**config.mk**
```make
export PLATFORM = sky130hd
export DESIGN_NAME = nvbyte_access_ctrl
export DESIGN_NICKNAME = d
export VERILOG_FILES = /design/src/rtl/nvb_pkg.sv /design/src/rtl/nvb_array.sv /design/src/rtl/nvb_prog_timer.sv /design/src/rtl/nvb_hold_gen.sv /design/src/rtl/nvbyte_access_ctrl.sv
export SDC_FILE = /design/constraint.sdc
export NUM_CORES = 1
export LEC_CHECK = 0
export BUFFER_PORTS_ARGS = -buffer_cell sky130_fd_sc_hd__buf_2
export CAP_MARGIN = 10
export CORE_ASPECT_RATIO = 0.5
export CORE_MARGIN = 1.5
export CORE_UTILIZATION = 50
export DETAILED_ROUTE_END_ITERATION = 10
export PLACE_DENSITY = 0.65
export SETUP_SLACK_MARGIN = 0.1
export SLEW_MARGIN = 20
export SYNTH_ARGS = -nofsm -noshare
export SYNTH_HDL_FRONTEND = slang
export SYNTH_SLANG_ARGS = --single-unit
```
**constraint.sdc**
```tcl
create_clock -name clk -period 4.1 [get_ports clk]
set_input_delay 0.615 -clock clk [delete_from_list [all_inputs] [get_ports clk]]
set_output_delay 0.615 -clock clk [all_outputs]
set_load 0.05 [all_outputs]
```
**src/rtl/nvb_pkg.sv**
```systemverilog
package nvb_pkg;

    typedef enum logic [1:0] {
        ST_IDLE     = 2'd0,
        ST_RD_LOAD  = 2'd1,
        ST_RD_CLEAR = 2'd2,
        ST_PROG     = 2'd3
    } nvb_state_t;

endpackage

```
**src/rtl/nvb_array.sv**
```systemverilog
module nvb_array #(
    parameter int ADDR_W = 6,
    parameter int DATA_W = 8
) (
    input  logic              clk,
    input  logic              rst_n,
    input  logic              wr_en,
    input  logic [ADDR_W-1:0] loc,
    input  logic [DATA_W-1:0] wr_byte,
    output logic [DATA_W-1:0] rd_byte
);
    localparam int DEPTH = 1 << ADDR_W;

    logic [DATA_W-1:0] cells [DEPTH];

    always_ff @(posedge clk or negedge rst_n) begin
        if (!rst_n) begin
            for (int i = 0; i < DEPTH; i++) begin
                cells[i] <= '0;
            end
        end else if (wr_en) begin
            cells[loc] <= wr_byte;
        end
    end

    assign rd_byte = cells[loc];

endmodule

```
**src/rtl/nvb_prog_timer.sv**
```systemverilog
module nvb_prog_timer #(
    parameter int PROG_CYCLES = 36000
) (
    input  logic clk,
    input  logic rst_n,
    input  logic start,
    output logic done
);
    localparam int CNT_W = $clog2(PROG_CYCLES + 1);

    logic [CNT_W-1:0] remain;

    always_ff @(posedge clk or negedge rst_n) begin
        if (!rst_n) begin
            remain <= '0;
        end else if (start) begin
            remain <= CNT_W'(PROG_CYCLES);
        end else if (remain != '0) begin
            remain <= remain - 1'b1;
        end
    end

    assign done = (remain == CNT_W'(1));

    // the count never jumps while it runs
    assert_timer_steps_R5: assert property (@(posedge clk) disable iff (!rst_n)
        (remain > CNT_W'(1) && !start) |=> (remain == $past(remain) - 1'b1));

endmodule

```
**src/rtl/nvb_hold_gen.sv**
```systemverilog
module nvb_hold_gen #(
    parameter int HOLD_CYCLES = 2
) (
    input  logic clk,
    input  logic rst_n,
    input  logic trig,
    output logic hold
);
    localparam int CNT_W = $clog2(HOLD_CYCLES + 1);

    logic [CNT_W-1:0] left;

    always_ff @(posedge clk or negedge rst_n) begin
        if (!rst_n) begin
            left <= '0;
        end else if (trig) begin
            left <= CNT_W'(HOLD_CYCLES);
        end else if (left != '0) begin
            left <= left - 1'b1;
        end
    end

    assign hold = (left != '0);

    assert_hold_follows_trig_R6: assert property (@(posedge clk) disable iff (!rst_n)
        trig |=> hold);

endmodule

```
**src/rtl/nvbyte_access_ctrl.sv**
```systemverilog
module nvbyte_access_ctrl #(
    parameter int         ADDR_W      = 6,
    parameter int         DATA_W      = 8,
    parameter int         SEL_W       = 6,
    parameter logic [5:0] LOC_ADDR    = 6'h1E,
    parameter logic [5:0] LOC_DATA    = 6'h1D,
    parameter logic [5:0] LOC_CTRL    = 6'h1C,
    parameter int         PROG_CYCLES = 36000,
    parameter int         HOLD_CYCLES = 2
) (
    input  logic              clk,
    input  logic              rst_n,
    input  logic [SEL_W-1:0]  io_sel,
    input  logic              io_we,
    input  logic [DATA_W-1:0] io_wdata,
    output logic [DATA_W-1:0] io_rdata,
    output logic              cpu_hold
);
    import nvb_pkg::*;

    localparam int WE_BIT = 1;
    localparam int RE_BIT = 0;
    localparam int PAD_W  = DATA_W - ADDR_W;

    nvb_state_t        state_q, state_nx;
    logic [ADDR_W-1:0] loc_q;
    logic [DATA_W-1:0] byte_q;
    logic [DATA_W-1:0] cell_rd;
    logic              in_idle, hit_loc, hit_byte, hit_cmd;
    logic              start_wr, start_rd, prog_done;
    logic              busy_flag, read_flag;

    assign in_idle  = (state_q == ST_IDLE);
    assign hit_loc  = io_we && (io_sel == LOC_ADDR);
    assign hit_byte = io_we && (io_sel == LOC_DATA);
    assign hit_cmd  = io_we && (io_sel == LOC_CTRL);
    assign start_wr = in_idle && hit_cmd && io_wdata[WE_BIT];
    assign start_rd = in_idle && hit_cmd && io_wdata[RE_BIT] && !io_wdata[WE_BIT];

    // state register
    always_ff @(posedge clk or negedge rst_n) begin
        if (!rst_n) state_q <= ST_IDLE;
        else        state_q <= state_nx;
    end

    // transitions
    always_comb begin
        state_nx = state_q;
        unique case (state_q)
            ST_IDLE: begin
                if (start_wr)      state_nx = ST_PROG;
                else if (start_rd) state_nx = ST_RD_LOAD;
            end
            ST_RD_LOAD:  state_nx = ST_RD_CLEAR;
            ST_RD_CLEAR: state_nx = ST_IDLE;
            ST_PROG:     if (prog_done) state_nx = ST_IDLE;
            default:     state_nx = ST_IDLE;
        endcase
    end

    // location and byte registers
    always_ff @(posedge clk or negedge rst_n) begin
        if (!rst_n) begin
            loc_q  <= '0;
            byte_q <= '0;
        end else begin
            if (in_idle && hit_loc) loc_q <= io_wdata[ADDR_W-1:0];
            if (in_idle && hit_byte)            byte_q <= io_wdata;
            else if (state_q == ST_RD_LOAD)     byte_q <= cell_rd;
        end
    end

    // outputs
    always_comb begin
        busy_flag = (state_q == ST_PROG);
        read_flag = (state_q == ST_RD_LOAD) || (state_q == ST_RD_CLEAR);
        io_rdata  = '0;
        if (io_sel == LOC_ADDR)      io_rdata = {{PAD_W{1'b0}}, loc_q};
        else if (io_sel == LOC_DATA) io_rdata = byte_q;
        else if (io_sel == LOC_CTRL) io_rdata = {{(DATA_W-2){1'b0}}, busy_flag, read_flag};
    end

    nvb_array #(.ADDR_W(ADDR_W), .DATA_W(DATA_W)) u_array (
        .clk     (clk),
        .rst_n   (rst_n),
        .wr_en   (busy_flag && prog_done),
        .loc     (loc_q),
        .wr_byte (byte_q),
        .rd_byte (cell_rd)
    );

    nvb_prog_timer #(.PROG_CYCLES(PROG_CYCLES)) u_timer (
        .clk   (clk),
        .rst_n (rst_n),
        .start (start_wr),
        .done  (prog_done)
    );

    nvb_hold_gen #(.HOLD_CYCLES(HOLD_CYCLES)) u_hold (
        .clk   (clk),
        .rst_n (rst_n),
        .trig  (start_wr || start_rd),
        .hold  (cpu_hold)
    );

    assert_loc_pad_zero_R2: assert property (@(posedge clk) disable iff (!rst_n)
        (io_sel == LOC_ADDR) |-> (io_rdata[DATA_W-1:ADDR_W] == '0));

    assert_read_flag_two_cycles_R4: assert property (@(posedge clk) disable iff (!rst_n)
        $rose(read_flag) |=> read_flag ##1 !read_flag);

    assert_busy_until_done_R5: assert property (@(posedge clk) disable iff (!rst_n)
        (busy_flag && !prog_done) |=> busy_flag);

    assert_frozen_when_busy_R7: assert property (@(posedge clk) disable iff (!rst_n)
        busy_flag |=> ($stable(loc_q) && $stable(byte_q)));

    assert_write_wins_R8: assert property (@(posedge clk) disable iff (!rst_n)
        (in_idle && hit_cmd && io_wdata[WE_BIT] && io_wdata[RE_BIT]) |=> (busy_flag && !read_flag));

endmodule

```
==> results of run 1 <==
where the power goes:
group,switching [µW],internal (µW),total (µW),leakage [µW]
clock,2120,2640,4770,0.000824
sequential,481,5510,5990,0.00753
combinational,2090,791,2880,0.00683
layer usage:
| layer | global-route usage | up-vias | share of wire |
|---|---|---|---|
| met4 | 0.0703 | 0 | 0.023 |
| li1 | - | 6989 | - |
| met5 | 0 | - | 0 |
| met3 | 0.0626 | 111 | 0.076 |
| met2 | 0.388 | 536 | 0.43 |
| met1 | 0.395 | 8603 | 0.47 |
synth_stat cells, types with 8 or more instances:
| cell type | number | share of area |
|---|---|---|
| a21oi_1 | 31 | 0.0059 |
| a221oi_1 | 70 | 0.023 |
| a22o_1 | 8 | 0.0027 |
| a22oi_1 | 36 | 0.010 |
| and2_1 | 8 | 0.0019 |
| buf_1 | 8 | 0.0011 |
| buf_2 | 24 | 0.0046 |
| clkbuf_1 | 91 | 0.013 |
| dfrtp_1 | 546 | 0.52 |
| inv_1 | 10 | 0.0014 |
| mux2_1 | 26 | 0.011 |
| mux2_2 | 491 | 0.21 |
| mux2_4 | 16 | 0.0091 |
| mux2i_1 | 82 | 0.031 |
| mux4_2 | 38 | 0.032 |
| nand2_1 | 44 | 0.0063 |
| nand2_8 | 8 | 0.0061 |
| nand3_1 | 18 | 0.0034 |
| nor2_1 | 63 | 0.0090 |
| nor2_8 | 58 | 0.044 |
| nor2b_1 | 9 | 0.0021 |
| o21ai_0 | 34 | 0.0064 |
| o22ai_1 | 28 | 0.0066 |
| xnor2_1 | 10 | 0.0033 |
cell families (layout without fill, tap and decap cells):
family,Yosys count,count (layout),share of synthesized area
flops,546,546,0.518
compound gates,245,245,0.0664
buf+inv,146,188,0.0248
simple gates,270,270,0.0909
xor+xnor,13,13,0.00431
mux,653,653,0.293
fa+ha+maj,6,6,0.00284
state kept, by name, summed over array words and instances, names as in the netlist:
name	count
byte_q	8
loc_q	6
u_timer.remain	16
u_hold.left	2
state_q	2
u_array.cells	512
stage by stage:
stage	setup slack [ns]	util	cell area (µm²)
floorplan	1.30	-	26400
global placement	0.931	0.526	27400
detailed placement	0.855	0.526	27400
CTS	0.850	0.558	29000
global route	0.704	0.558	29000
finish	0.833	0.558	29000
worst max-delay path, cell delays in order (launching register included):
cell	delay, ns
dfrtp_4	0.80
buf_4	0.45
nor2b_1	0.44
nand2_2	0.66
nor2_8	0.40
mux2_2	0.37
final timing paths:
path	startpoint	endpoint	slack (ns)	cells past startpoint
hold / removal	rst_n	u_array.cells[265]$_DFFE_PN0P_	0.06	1
hold reg to reg	u_array.cells[184]$_DFFE_PN0P_	u_array.cells[184]$_DFFE_PN0P_	0.49	1
min in group clk	io_wdata[5]	loc_q[5]$_DFFE_PN0P_	0.26	2
max in group asynchronous	rst_n	u_array.cells[423]$_DFFE_PN0P_	2.88	2
setup / recovery	loc_q[2]$_DFFE_PN0P_	u_array.cells[479]$_DFFE_PN0P_	0.83	5
setup reg to reg	loc_q[2]$_DFFE_PN0P_	u_array.cells[479]$_DFFE_PN0P_	0.83	5
area by class of cell:
cell class | count | area [µm²]
repair buffers | 85 | 686
clock buffers | 72 | 1490
clock inverters | 19 | 155
multi-input cells | 1187 | 12100
inverters | 12 | 45.0
fillers | 4266 | 23000
well taps | 701 | 877
flip-flops and latches | 546 | 13700
==> metrics.yaml, run 1 <==
run_status:
  status: "completed"
grt:
  grt_use_total: 0.266
  antenna_found_initial: 1
  grt_pass1_wl_mm: 108
  grt_max_degree: 92
  grt_overflow: 0
  grt_pass1_vias: 16284
clocking:
  clk_pin_slew_worst_paths_ns: 0.07
  cts_resized: 0
  post-cts-setup-buffer-count: 0
  cts_buffer_depth: 3
  cts_tree: "built"
  postCtsHoldBufs: 0
  clock_latency_ns: 0.60
  cts.sinks: 546
  cts-buffers-inserted: 50
  h-tree-depth: 2
  root_buffer: "clkbuf_16"
final_layout:
  final_cells: 2622
  layout_common_cells: "dfrtp_1, mux2_2, mux2i_1"
  syn2layout_area_growth_pct: 9.95
  nets: 1905
  layout_commonest_cell: "dfrtp_1"
  drive_gt1_frac: 0.425
  diodes: 0
detailed_routing:
  drtIter0Drc: 1489
  drc: 0
  wl_mm: 70.4
  wire_per_inst_um: 26.8
  vias: 16239
  firstDrtPassIters: 5
  ant_nets: 0
  vias_per_cell: 6.19
die:
  io_pins: 26
  rows: 59
  dieArea_um2: 54300
  die_x_um: 328
  dieHeight_um: 165
  start_util: 0.507
  coreArea_um2: 52000
logic_synthesis:
  synth_edf_count: 0
  yosys_register_bits: 546
  ys.flop_type: "dfrtp_1"
  ys_types: 74
  syn_area_per_cell_um2: 14.0
  async_flop_share: 1.00
  yosysSeqAreaShare: 0.518
  yosysWarnings: 0
  syn_inst: 1879
  syn_area_um2: 26400
  synth_nets: 1902
placement:
  dp_cells: 2531
  gp_congestion: 0.860
  portBuffers: 25
  dp_hpwl_mm: 44.9
sta:
  slew_viol_final: 0
  setup-violations-final: 0
  setup_tns_ns: 0
  max_freq_mhz: 306
  skew_ns: 0.0230
  min_period_over_period: 0.797
  timing.hold.ws_ns: 0.0622
  worst-slew-pin-transition_ns: 1.01
  rsz0062_at_grt: "no"
  slew_headroom: 0.324
  fin_crit_ns: 3.27
  report.final.hold_viol_count: 0
critical_path:
  criticalPathCategory: "reg2reg"
  start_kind: "register"
  cp.required_ns: 4.58
  crit_arrival_ns: 3.74
  cp_max_fo: 34
  end_kind: "register"
worst_hold_path:
  hp-class: "in2async"
pwr:
  ir_drop_uv: 300
  power_density_nw_per_um2: 470
  p_leak_uw: 0.0152
  power_uw: 13600
flow_run:
  cap_violations: 0
Note: power is estimated with default switching activity, not from simulation.
==> run 2, diff against run 1 <==
clock period = 3.35 ns   (was 4.1 ns; I/O delays follow)
==> run 2 against run 1 <==
  * Total power grew 27%
  * Clock skew shrank 0.0071 ns
  * Worst hold slack gained 0.11 ns
  * Die area is the same
  * Critical endpoint is now byte_q[2]$_DFFE_PN0P_
  * Largest cell class unchanged
==> metrics.yaml, run 2 (synthesis results as in run 1) <==
run_status:
  status: "completed"
placement:
  dp_cells: 2559
  gp_congestion: 0.868
  dp_hpwl_mm: 46.4
  portBuffers: 25
clocking:
  post-cts-setup-buffer-count: 0
  cts.sinks: 546
  cts-buffers-inserted: 50
  clk_pin_slew_worst_paths_ns: 0.07
  cts_buffer_depth: 3
  cts_tree: "built"
  clock_latency_ns: 0.59
  cts_resized: 0
  root_buffer: "clkbuf_16"
  postCtsHoldBufs: 1
  h-tree-depth: 2
final_layout:
  nFillCells: 4186
  reg.largest.list: "u_array.cells (512), u_timer.remain (16), byte_q (8)"
  nets: 1934
  diodes: 0
  largest_reg_flops: 512
  drive_gt1_frac: 0.433
  layout_common_cells: "dfrtp_1, mux2_2, mux2i_1"
  layout_commonest_cell: "dfrtp_1"
  regMostFlops: "u_array.cells"
  syn2layout_area_growth_pct: 11.6
  final_cells: 2650
detailed_routing:
  dr_wl_met3_mm: 5.60
  wl_met2_mm: 30.9
  drc: 0
  ant_nets: 0
  firstDrtPassIters: 5
  drtIter0Drc: 1568
  wire_per_inst_um: 27.1
  vias_per_cell: 6.16
  highest_layer: "met4"
  wl_met1_mm: 33.8
  vias: 16314
  wl_mm: 71.7
sta:
  min_period_over_period: 0.870
  setup_tns_ns: 0
  setup-violations-final: 0
  worst-slew-pin-transition_ns: 0.851
  skew_ns: 0.0159
  fin_crit_ns: 2.91
  max_freq_mhz: 343
  slew_viol_final: 0
  rsz0062_at_grt: "no"
  slew_headroom: 0.433
  report.final.hold_viol_count: 0
critical_path:
  r2r_start: "loc_q[0]$_DFFE_PN0P_"
  start_kind: "register"
  crit_start: "loc_q[0]$_DFFE_PN0P_"
  cp.required_ns: 3.82
  worst-r2r-setup-slack_ns: 0.44
  end_kind: "register"
  timing.rr.end: "byte_q[2]$_DFFE_PN0P_"
  crit_arrival_ns: 3.39
  criticalPathCategory: "reg2reg"
  reg2regPathDepth: 7
  cp-endpoint: "byte_q[2]$_DFFE_PN0P_"
  cp_max_fo: 29
grt:
  grt_pass1_vias: 16598
  grt_pass1_wl_mm: 110
  grt_max_degree: 112
  antenna_found_initial: 1
  grt_use_total: 0.272
  grt_overflow: 0
die:
  io_pins: 26
  rows: 59
  dieHeight_um: 165
  start_util: 0.507
  dieArea_um2: 54300
  coreArea_um2: 52000
  die_x_um: 328
worst_hold_path:
  hold_depth: 3
  hp-start: "io_wdata[0]"
  hp-class: "in2reg"
flow_run:
  cap_violations: 0
pwr:
  ir_drop_uv: 483
  power_density_nw_per_um2: 588
  p_leak_uw: 0.0154
## run 2: cell types whose count changed in the layout (fill, tap and decap cells not counted), sizes merged
cell         change
clkinvlp         +1
clkbuf           +1
dlygate4sd3      +1
inv              -2
buf             +28
clkinv           -6
bufinv           +5
## run 2: cell type report
| cell class | count | area [µm²] | share of cell area |
|---|---|---|---|
| Sequential cell | 546 | 13700 | 0.465 |
| Timing Repair Buffer | 114 | 968 | 0.0329 |
| Tap cell | 701 | 877 | 0.0298 |
| Inverter | 12 | 45.0 | 0.00153 |
| Clock inverter | 17 | 265 | 0.00901 |
| Clock buffer | 73 | 1520 | 0.0517 |
| Multi-Input combinational cell | 1187 | 12100 | 0.411 |
## run 2: critical path, stage by stage (launching register included)
cell and delay [ns]:
dfrtp_4 0.80, nor2b_2 0.66, buf_12 0.23, a22oi_1 0.13, nand3_1 0.27, nand3_1 0.12, a211o_1 0.35, o21a_1 0.20
## run 2: per-stage QoR
| stage | setup slack (ns) | area (µm²) | hold WS, ns | utilization | power [µW] |
|---|---|---|---|---|---|
| 2_1_floorplan | 0.667 | 26400 | 0.207 | - | 9310 |
| 6_report | 0.436 | 29500 | 0.175 | 0.566 | 17300 |
| 5_1_grt | 0.370 | 29500 | 0.170 | 0.566 | 18000 |
| 4_1_cts | 0.482 | 29500 | 0.160 | 0.566 | 17300 |
| 3_3_place_gp | 0.542 | 27700 | 0.463 | 0.531 | 11100 |
| 3_5_place_dp | 0.503 | 27700 | 0.474 | 0.531 | 11100 |
## run 2: how the worst min path moves through the flow
stage,endpoint,slack [ns]
after floorplan,byte_q[0]$_DFFE_PN0P_,0.21
after global placement,u_array.cells[498]$_DFFE_PN0P_,0.46
after detailed placement,u_array.cells[499]$_DFFE_PN0P_,0.47
after CTS,loc_q[0]$_DFFE_PN0P_,0.16
after global routing,loc_q[3]$_DFFE_PN0P_,0.17
final,loc_q[0]$_DFFE_PN0P_,0.17
## run 2: power by group
part	internal (µW)	total [µW]	switching, µW
clock	3680	6260	2580
sequential	6750	7240	498
combinational	1080	3820	2740
total	11500	17300	5810
## run 2: per-layer routing
metal | track usage | vias to the layer above
met4 | 0.0657 | 0
met5 | 0 | -
met3 | 0.0663 | 93
met2 | 0.397 | 511
li1 | - | 7042
met1 | 0.407 | 8668
